===== config.mk =====
export PLATFORM = sky130hd
export DESIGN_NAME = intSeq
export DESIGN_NICKNAME = d
export VERILOG_FILES = /design/src/rtl/intSeq_pkg.sv /design/src/rtl/intAge.sv /design/src/rtl/intPath.sv /design/src/rtl/intCtrl.sv /design/src/rtl/intSeq.sv
export SDC_FILE = /design/constraint.sdc
export NUM_CORES = 1
export LEC_CHECK = 0
export CAP_MARGIN = 20
export CORE_ASPECT_RATIO = 2
export CORE_MARGIN = 4
export CORE_UTILIZATION = 54
export CTS_CLUSTER_SIZE = 24
export DETAILED_ROUTE_END_ITERATION = 16
export PLACE_DENSITY = 0.79
export SLEW_MARGIN = 15
export SYNTH_ARGS = -nofsm -noshare
export SYNTH_HDL_FRONTEND = slang
export SYNTH_SLANG_ARGS = --single-unit

===== constraint.sdc =====
create_clock -name clk -period 4.9 [get_ports clk]
set_input_delay 0.735 -clock clk [delete_from_list [all_inputs] [get_ports clk]]
set_output_delay 0.735 -clock clk [all_outputs]
set_load 0.05 [all_outputs]

===== src/rtl/intSeq_pkg.sv =====
package intSeq_pkg;

  localparam int STATE_W = 16;

  typedef struct packed {
    logic rst;
    logic nmi;
    logic irq;
  } takeStrobes_t;

  localparam logic [STATE_W-1:0] VEC_RESET = 16'hFFFC;
  localparam logic [STATE_W-1:0] VEC_NMI   = 16'hFFFA;
  localparam logic [STATE_W-1:0] VEC_IRQ   = 16'hFFFE;

  localparam logic [STATE_W-1:0] ST_FETCH  = 16'h0000;
  localparam logic [STATE_W-1:0] ST_NMI    = 16'h0010;
  localparam logic [STATE_W-1:0] ST_IRQ    = 16'h0008;

  localparam int SRC_NMI = 0;
  localparam int SRC_IRQ = 1;
  localparam int NSRC    = 2;

endpackage


===== src/rtl/intAge.sv =====
module intAge #(
  parameter int CW      = 32,
  parameter int LATENCY = 2
) (
  input  logic          clk,
  input  logic          rstN,
  input  logic          capture,
  input  logic [CW-1:0] cycleCount,
  output logic          aged
);
  localparam logic [CW-1:0] LAT_W = CW'(LATENCY);

  logic [CW-1:0] stamp;
  logic [CW-1:0] elapsed;

  always_ff @(posedge clk or negedge rstN) begin
    if (!rstN)        stamp <= '0;
    else if (capture) stamp <= cycleCount;
  end

  // modulo difference keeps the window correct across a counter wrap
  assign elapsed = cycleCount - stamp;
  assign aged    = (elapsed >= LAT_W);
endmodule


===== src/rtl/intPath.sv =====
module intPath
  import intSeq_pkg::*;
#(
  parameter int CW      = 32,
  parameter int LATENCY = 2
) (
  input  logic               clk,
  input  logic               rstN,
  input  logic               resetReq,
  input  logic               nmiLine,
  input  logic               irqLine,
  input  logic [CW-1:0]      cycleCount,
  input  takeStrobes_t       take,
  output logic               resetPend,
  output logic               nmiReady,
  output logic               irqReady,
  output logic [STATE_W-1:0] vector,
  output logic [STATE_W-1:0] nextState
);
  logic nmiPrev, nmiPend, irqPrev, rstPendQ;
  logic nmiRise, irqRise;
  logic [NSRC-1:0] capture;
  logic [NSRC-1:0] aged;

  assign nmiRise = nmiLine & ~nmiPrev;
  assign irqRise = irqLine & ~irqPrev;

  // a fresh edge is timed only when no older one is still waiting
  assign capture[SRC_NMI] = nmiRise & (~nmiPend | take.nmi) & ~take.rst;
  assign capture[SRC_IRQ] = irqRise & ~take.rst;

  for (genvar s = 0; s < NSRC; s++) begin : g_age
    intAge #(.CW(CW), .LATENCY(LATENCY)) u_age (
      .clk       (clk),
      .rstN      (rstN),
      .capture   (capture[s]),
      .cycleCount(cycleCount),
      .aged      (aged[s])
    );
  end

  always_ff @(posedge clk or negedge rstN) begin
    if (!rstN) begin
      rstPendQ <= 1'b0;
      nmiPrev  <= 1'b0;
      nmiPend  <= 1'b0;
      irqPrev  <= 1'b0;
    end else if (take.rst) begin
      rstPendQ <= resetReq;
      nmiPrev  <= 1'b0;
      nmiPend  <= 1'b0;
      irqPrev  <= 1'b0;
    end else begin
      rstPendQ <= rstPendQ | resetReq;
      nmiPrev  <= nmiLine;
      irqPrev  <= irqLine;
      if (capture[SRC_NMI])  nmiPend <= 1'b1;
      else if (take.nmi)     nmiPend <= 1'b0;
    end
  end

  assign resetPend = rstPendQ;
  assign nmiReady  = nmiPend & aged[SRC_NMI];
  assign irqReady  = irqLine & irqPrev & aged[SRC_IRQ];

  always_comb begin
    vector    = '0;
    nextState = ST_FETCH;
    if (take.rst) begin
      vector = VEC_RESET;
    end else if (take.nmi) begin
      vector    = VEC_NMI;
      nextState = ST_NMI;
    end else if (take.irq) begin
      vector    = VEC_IRQ;
      nextState = ST_IRQ;
    end
  end
endmodule


===== src/rtl/intCtrl.sv =====
module intCtrl
  import intSeq_pkg::*;
(
  input  logic         fetchCycle,
  input  logic         iFlag,
  input  logic         resetPend,
  input  logic         nmiReady,
  input  logic         irqReady,
  output takeStrobes_t take
);
  always_comb begin
    take = '0;
    if (fetchCycle) begin
      if (resetPend)            take.rst = 1'b1;
      else if (nmiReady)        take.nmi = 1'b1;
      else if (irqReady && !iFlag) take.irq = 1'b1;
    end
  end
endmodule


===== src/rtl/intSeq.sv =====
module intSeq
  import intSeq_pkg::*;
#(
  parameter int CW      = 32,
  parameter int LATENCY = 2
) (
  input  logic               clk,
  input  logic               rstN,
  input  logic               resetReq,
  input  logic               nmiLine,
  input  logic               irqVideo,
  input  logic               irqTimer,
  input  logic               iFlag,
  input  logic               fetchCycle,
  input  logic [CW-1:0]      cycleCount,
  output logic               takeReset,
  output logic               takeNmi,
  output logic               takeIrq,
  output logic [STATE_W-1:0] nextState,
  output logic [STATE_W-1:0] vector
);
  takeStrobes_t take;
  logic resetPend, nmiReady, irqReady;
  logic irqLine;

  assign irqLine = irqVideo | irqTimer;

  intCtrl u_ctrl (
    .fetchCycle(fetchCycle),
    .iFlag     (iFlag),
    .resetPend (resetPend),
    .nmiReady  (nmiReady),
    .irqReady  (irqReady),
    .take      (take)
  );

  intPath #(.CW(CW), .LATENCY(LATENCY)) u_path (
    .clk       (clk),
    .rstN      (rstN),
    .resetReq  (resetReq),
    .nmiLine   (nmiLine),
    .irqLine   (irqLine),
    .cycleCount(cycleCount),
    .take      (take),
    .resetPend (resetPend),
    .nmiReady  (nmiReady),
    .irqReady  (irqReady),
    .vector    (vector),
    .nextState (nextState)
  );

  assign takeReset = take.rst;
  assign takeNmi   = take.nmi;
  assign takeIrq   = take.irq;
endmodule


Word-level counts from Yosys, hierarchy flattened
Cells that the tools add are included.

Add/sub/neg operators: 2. $lt $le $gt $ge: 2. Multiplexer cells: 18. Bitwise gates (word level): 15. Reductions and logical operators: 3.

Operators with widths (number): $mux 16 (5); $ge 32x2->1 const B (2); $sub 32x32->32 (2); $mux 1 (10); $and 1x1->1 (8); $mux 4 (1); $not 1->1 (4); $mux 3 (1); $or 1x1->1 (3); $reduce_bool 3->1 (1); $mux 2 (1); $logic_and 1x1->1 (1); $logic_not 1->1 (1).

Flip-flop bits (word level): 68. Output and inout bits: 35. Logic and storage cells: 46.

Longest topological paths before layout
Depth in word-level cells: 13. Depth in mapped cells: 15. Mapped depth without buffers: 13.

By module
A second synthesis with hierarchy kept.

Cell total of the unflattened synthesis: 907. Area total of the unflattened synthesis: 6924.1 um^2.

Modules (own cells, without submodules): intAge (instances 2, cells each 426, area an instance 3236.9 um^2, seq. area each 800.8 um^2); intPath (instances 1, cells each 50, area an instance 414.1 um^2, seq. area each 100.1 um^2); intCtrl (instances 1, cells each 4, area an instance 30.0 um^2, seq. area each 0.0 um^2); intSeq (instances 1, cells each 1, area an instance 6.3 um^2, seq. area each 0.0 um^2).

Worst setup path before layout
No wires, ideal clock.

Path kind: input to output. Start: input cycleCount[15]. End: output vector[10]. Arrival time: 5.543 ns. Required time: 4.165 ns. Path slack: -1.378 ns. Stages: 13. Buffers on the path: 2. Cell sequence: ha_1 -> buf_2 -> a21oi_1 -> o21ai_1 -> a211o_1 -> a311o_1 -> a41oi_1 -> mux2_1 -> or4_4 -> o21ai_0 -> nand2_1 -> o21ai_0 -> buf_4.

Cells in the longest elaborated chain, start to end: 11. Elaborated cells on any way between the ends: 15. Classes of those cells: add/sub (2); order compare (2); mux (8); bitwise (2); reduce/logical (1).

Ends and longest elaborated chain: start, declared (line intSeq.sv:15) `input logic [CW-1:0] cycleCount,`; $sub 32x32->32 (line intAge.sv:22) `assign elapsed = cycleCount - stamp;`; $ge 32x2->1 (line intAge.sv:23) `assign aged = (elapsed >= LAT_W);`; $and 1x1->1 (line intPath.sv:64) `assign irqReady = irqLine & irqPrev & aged[SRC_IRQ];`; $logic_and 1x1->1 (line intCtrl.sv:16) `else if (irqReady && !iFlag) take.irq = 1'b1;`; $mux 1 (line intCtrl.sv:16); $mux 1 (line intCtrl.sv:15) `else if (nmiReady) take.nmi = 1'b1;`; $mux 2 * (line intCtrl.sv:14) `if (resetPend) take.rst = 1'b1;`; $mux 3 * (line intCtrl.sv:13) `if (fetchCycle) begin`; $mux 16 (line intPath.sv:74) `end else if (take.irq) begin`; $mux 16 * (line intPath.sv:71) `end else if (take.nmi) begin`; $mux 16 * (line intPath.sv:69) `if (take.rst) begin`; end, declared (line intSeq.sv:20) `output logic [STATE_W-1:0] vector`.

Every way passes the cells marked *; elsewhere a longest branch is shown, timed or not.

Worst setup path in the final report
Start: input cycleCount[22]. End: output vector[10].

Same word-level chain as after synthesis.

==> results.yml <==
logic_synthesis:
  synthMuxAreaShare_pct: 1.68
  synth_xor_area_share_pct: 2.69
  ys_warn_count: 0
  synth_ff_type: "dfrtp_1"
  synth_enable_flop_cells: 0
  synth-seq-area-share_pct: 20.9
  synth_area_um2: 8140
  synth-compound-area-share_pct: 30.9
  synth.distinct_cells: 73
  synth_top_area_share_pct: 20.9
  synth_area_leaders: "dfrtp_1 21%, ha_1 9.5%, nand2_1 6.0%, a21oi_1 5.1%, o21ai_0 4.7%"
  synth-seq-cells: 68
  synth-async-reset-ratio_pct: 100
  syn_avg_cell_area_um2: 7.30
  synth_top_family_by_area: "compound AO/OA/AOI/OAI gates"
  yosys.area_share.adder_pct: 10.0
  synth_cells: 1114
  yosysTopAreaCell: "dfrtp_1"
  synth_simple_gate_area_share_pct: 23.8
routing:
  drtIter0Drc: 1194
  drc: 0
  drtPass1Iterations: 6
  vias: 10200
  antenna_left: 0
  routed_via_density: 6.55
  wire_per_inst_um: 20.8
  totalWireLength_um: 32600
floorplan:
  die-area_um2: 17200
  start_util_pct: 54.9
  die_w_um: 94.8
  rows: 63
  die_h_um: 182
  io_pins: 75
  core_area_um2: 14800
pwr:
  pwr_density_cell_nw_per_um2: 396
  p_int_uw: 2560
  combinationalPowerShare_pct: 69.4
  netSwitchingPower_uw: 2100
  switching_share_pct: 45.1
  p_seq_share_pct: 16.6
  totalPowerFinal_uw: 4660
  power.leakage_uw: 0.00515
  p_clk_share_pct: 14.1
  irDropWorstVdd_mv: 0.228
status:
  violations: "negative setup slack"
  status: "complete, but fails checks"
worst_setup_path:
  critPathRequiredTime_ns: 4.16
  critPathKind: "input port to primary output"
  path_max_fanout: 6
  critPathLaunchType: "input port"
  crit_chain: "dlygate4sd2_1 > ha_4 > buf_4 > nand2_1 > buf_4 > nor3_1 > nor4_1 > nand3_1 > nor4_2 > nand4_1 > or4_4 > o21ai_4 > nand2_4 > o21ai_4 > buf_6"
  worstPathArrival_ns: 4.18
  slowest_delay_ns: 0.65
  slowest_stage: "or4_4"
  endpoint_kind: "primary output"
clock_network:
  cts_buffers: 9
  clk_pin_slew_worst_paths_ns: 0.06
  htreeDepth: 3
  clkLatencyLatePin_ns: 0.34
  cts_buffer_depth: 2
  cts_tree: "built"
  clkSinkCount: 68
  clock-root-buffer: "clkbuf_16"
  holdBufCountCts: 0
sta:
  worst_slack_ns: -0.0183
  drv_slew: 0
  slew_headroom_pct: 44.3
  setup_viol: 14
  clock_skew_ns: 0.00824
  rsz0062_at_grt: "yes"
  fin_crit_ns: 4.92
  hold_violations: 0
  worst_pin_slew_ns: 0.836
  fin_crit_sh_pct: 100
  max_clock_freq_mhz: 203
global_route:
  grt_pass1_wl_um: 48200
  grt_max_degree: 90
  grt_overflow: 0
  grt_pass1_vias: 9796
  grtUsageTotal_pct: 35.4
  antenna_found_initial: 0
layout:
  areaGrowthSynthToFinish_pct: 44.7
  fin_cells: 1565
  nets: 1469
  fill_cells: 963
  utilization_pct: 79.4
  multi_input_area_um2: 6630
  final_area_um2: 11800
  layout_common_cells: "263 x buf_4, 126 x nand2_1, 84 x nor2_1"
  drive_gt1_share_pct: 33.6
  diodes: 0
  seq_area_um2: 1700
  final_common_cell: "buf_4"
placement:
  placed_cells: 1529
  port_buffers: 59
  placed_cell_area_um2: 10400
  place_hpwl_um: 22300
  gp_congestion: 0.972
min_path:
  min_path_type: "input port to asynchronous set/reset pin"
flow_run:
  cap_violations: 0
worst max-delay path: cells and delay by family:
kind	cells	cell delay [ns]
compound gates	2	0.51
fa+ha+maj	1	0.24
buf+inv	4	0.79
simple gates	8	1.91
logic make-up after synthesis:
logic type / count (synthesis)
DFF: 68
AOI/OAI and AO/OA: 366
xor gates and xnor gates: 25
buffers and inverters: 181
muxes: 13
and+or+nand+nor: 396
other: 1
adders and majority gates: 64
cell usage after synthesis, types with 13 or more instances:
library cell	n
ha_1	62
a311o_1	33
o21a_1	21
nand3b_1	31
nor2_1	91
xor2_1	13
inv_1	82
o21ai_0	76
nor4_1	13
nand3_1	45
nor3_1	17
dfrtp_1	68
o221ai_1	33
nand4_1	22
a21oi_1	83
clkbuf_1	55
nand2_1	130
buf_4	32
o211ai_1	17
routing by layer:
metal | up-vias | wire length (um) | track usage (%)
met1 | 4887 | 11400 | 38.1
met4 | 0 | 2900 | 25.2
met2 | 569 | 16600 | 62.4
met3 | 217 | 1670 | 3.81
met5 | - | 0 | 0
li1 | 4571 | - | -
flip-flops by register name, indices dropped and copies added, names as in the netlist:
signal,count
u_path.nmiPend,1
u_path.resetPend,1
u_path.nmiPrev,1
u_path.g_age.u_age.stamp,64
u_path.irqPrev,1
power by group through the flow:
stage               logic (uW)  registers, uW  clock network (uW)
CTS                       2880            762                 651
global placement          2610            758                   0
finish                    3230            772                 655
detailed placement        2660            767                   0
global route              3440            781                 680
floorplan                 1570            746                   0
final cells by class:
cell class              count  area share [%]
repair buffers            324            22.0
inverters                  82            2.66
clock inverters             6           0.553
multi-input cells         880            56.3
clock buffers              10            1.94
flip-flops and latches     68            14.5
well taps                 195            2.07
final timing paths:
kind | from | end | slack, ns | depth (start not counted)
max | cycleCount[22] | vector[10] | -0.02 | 15
min | rstN | u_path.g_age[1].u_age.stamp[8] | 0.49 | 1
max reg2reg | u_path.g_age[0].u_age.stamp[5] | u_path.g_age[0].u_age.stamp[7] | 0.46 | 16
min reg2reg | u_path.resetPend | u_path.resetPend | 0.53 | 1
max in group asynchronous | rstN | u_path.nmiPend | 3.39 | 2
min in group clk | u_path.resetPend | u_path.resetPend | 0.53 | 1
what timing repair did:
item | 4_1_cts | 5_1_grt
cloned | 1 | 0
buffers inserted | 5 | 15
setup endpoints to repair | 20 | 18
pin swaps | 44 | 56
resized for setup | 116 | 119
metrics by stage:
step | setup WS, ns | setup TNS (ns) | hold slack, ns
after floorplan | -0.0634 | -0.450 | 0.439
after global placement | -0.483 | -15.03 | 0.485
after detailed placement | -0.605 | -19.46 | 0.511
after CTS | 0.000391 | 0 | 0.499
after global routing | -0.130 | -1.92 | 0.528
final | -0.0183 | -0.170 | 0.490
Power figures use the tool's default switching activity.
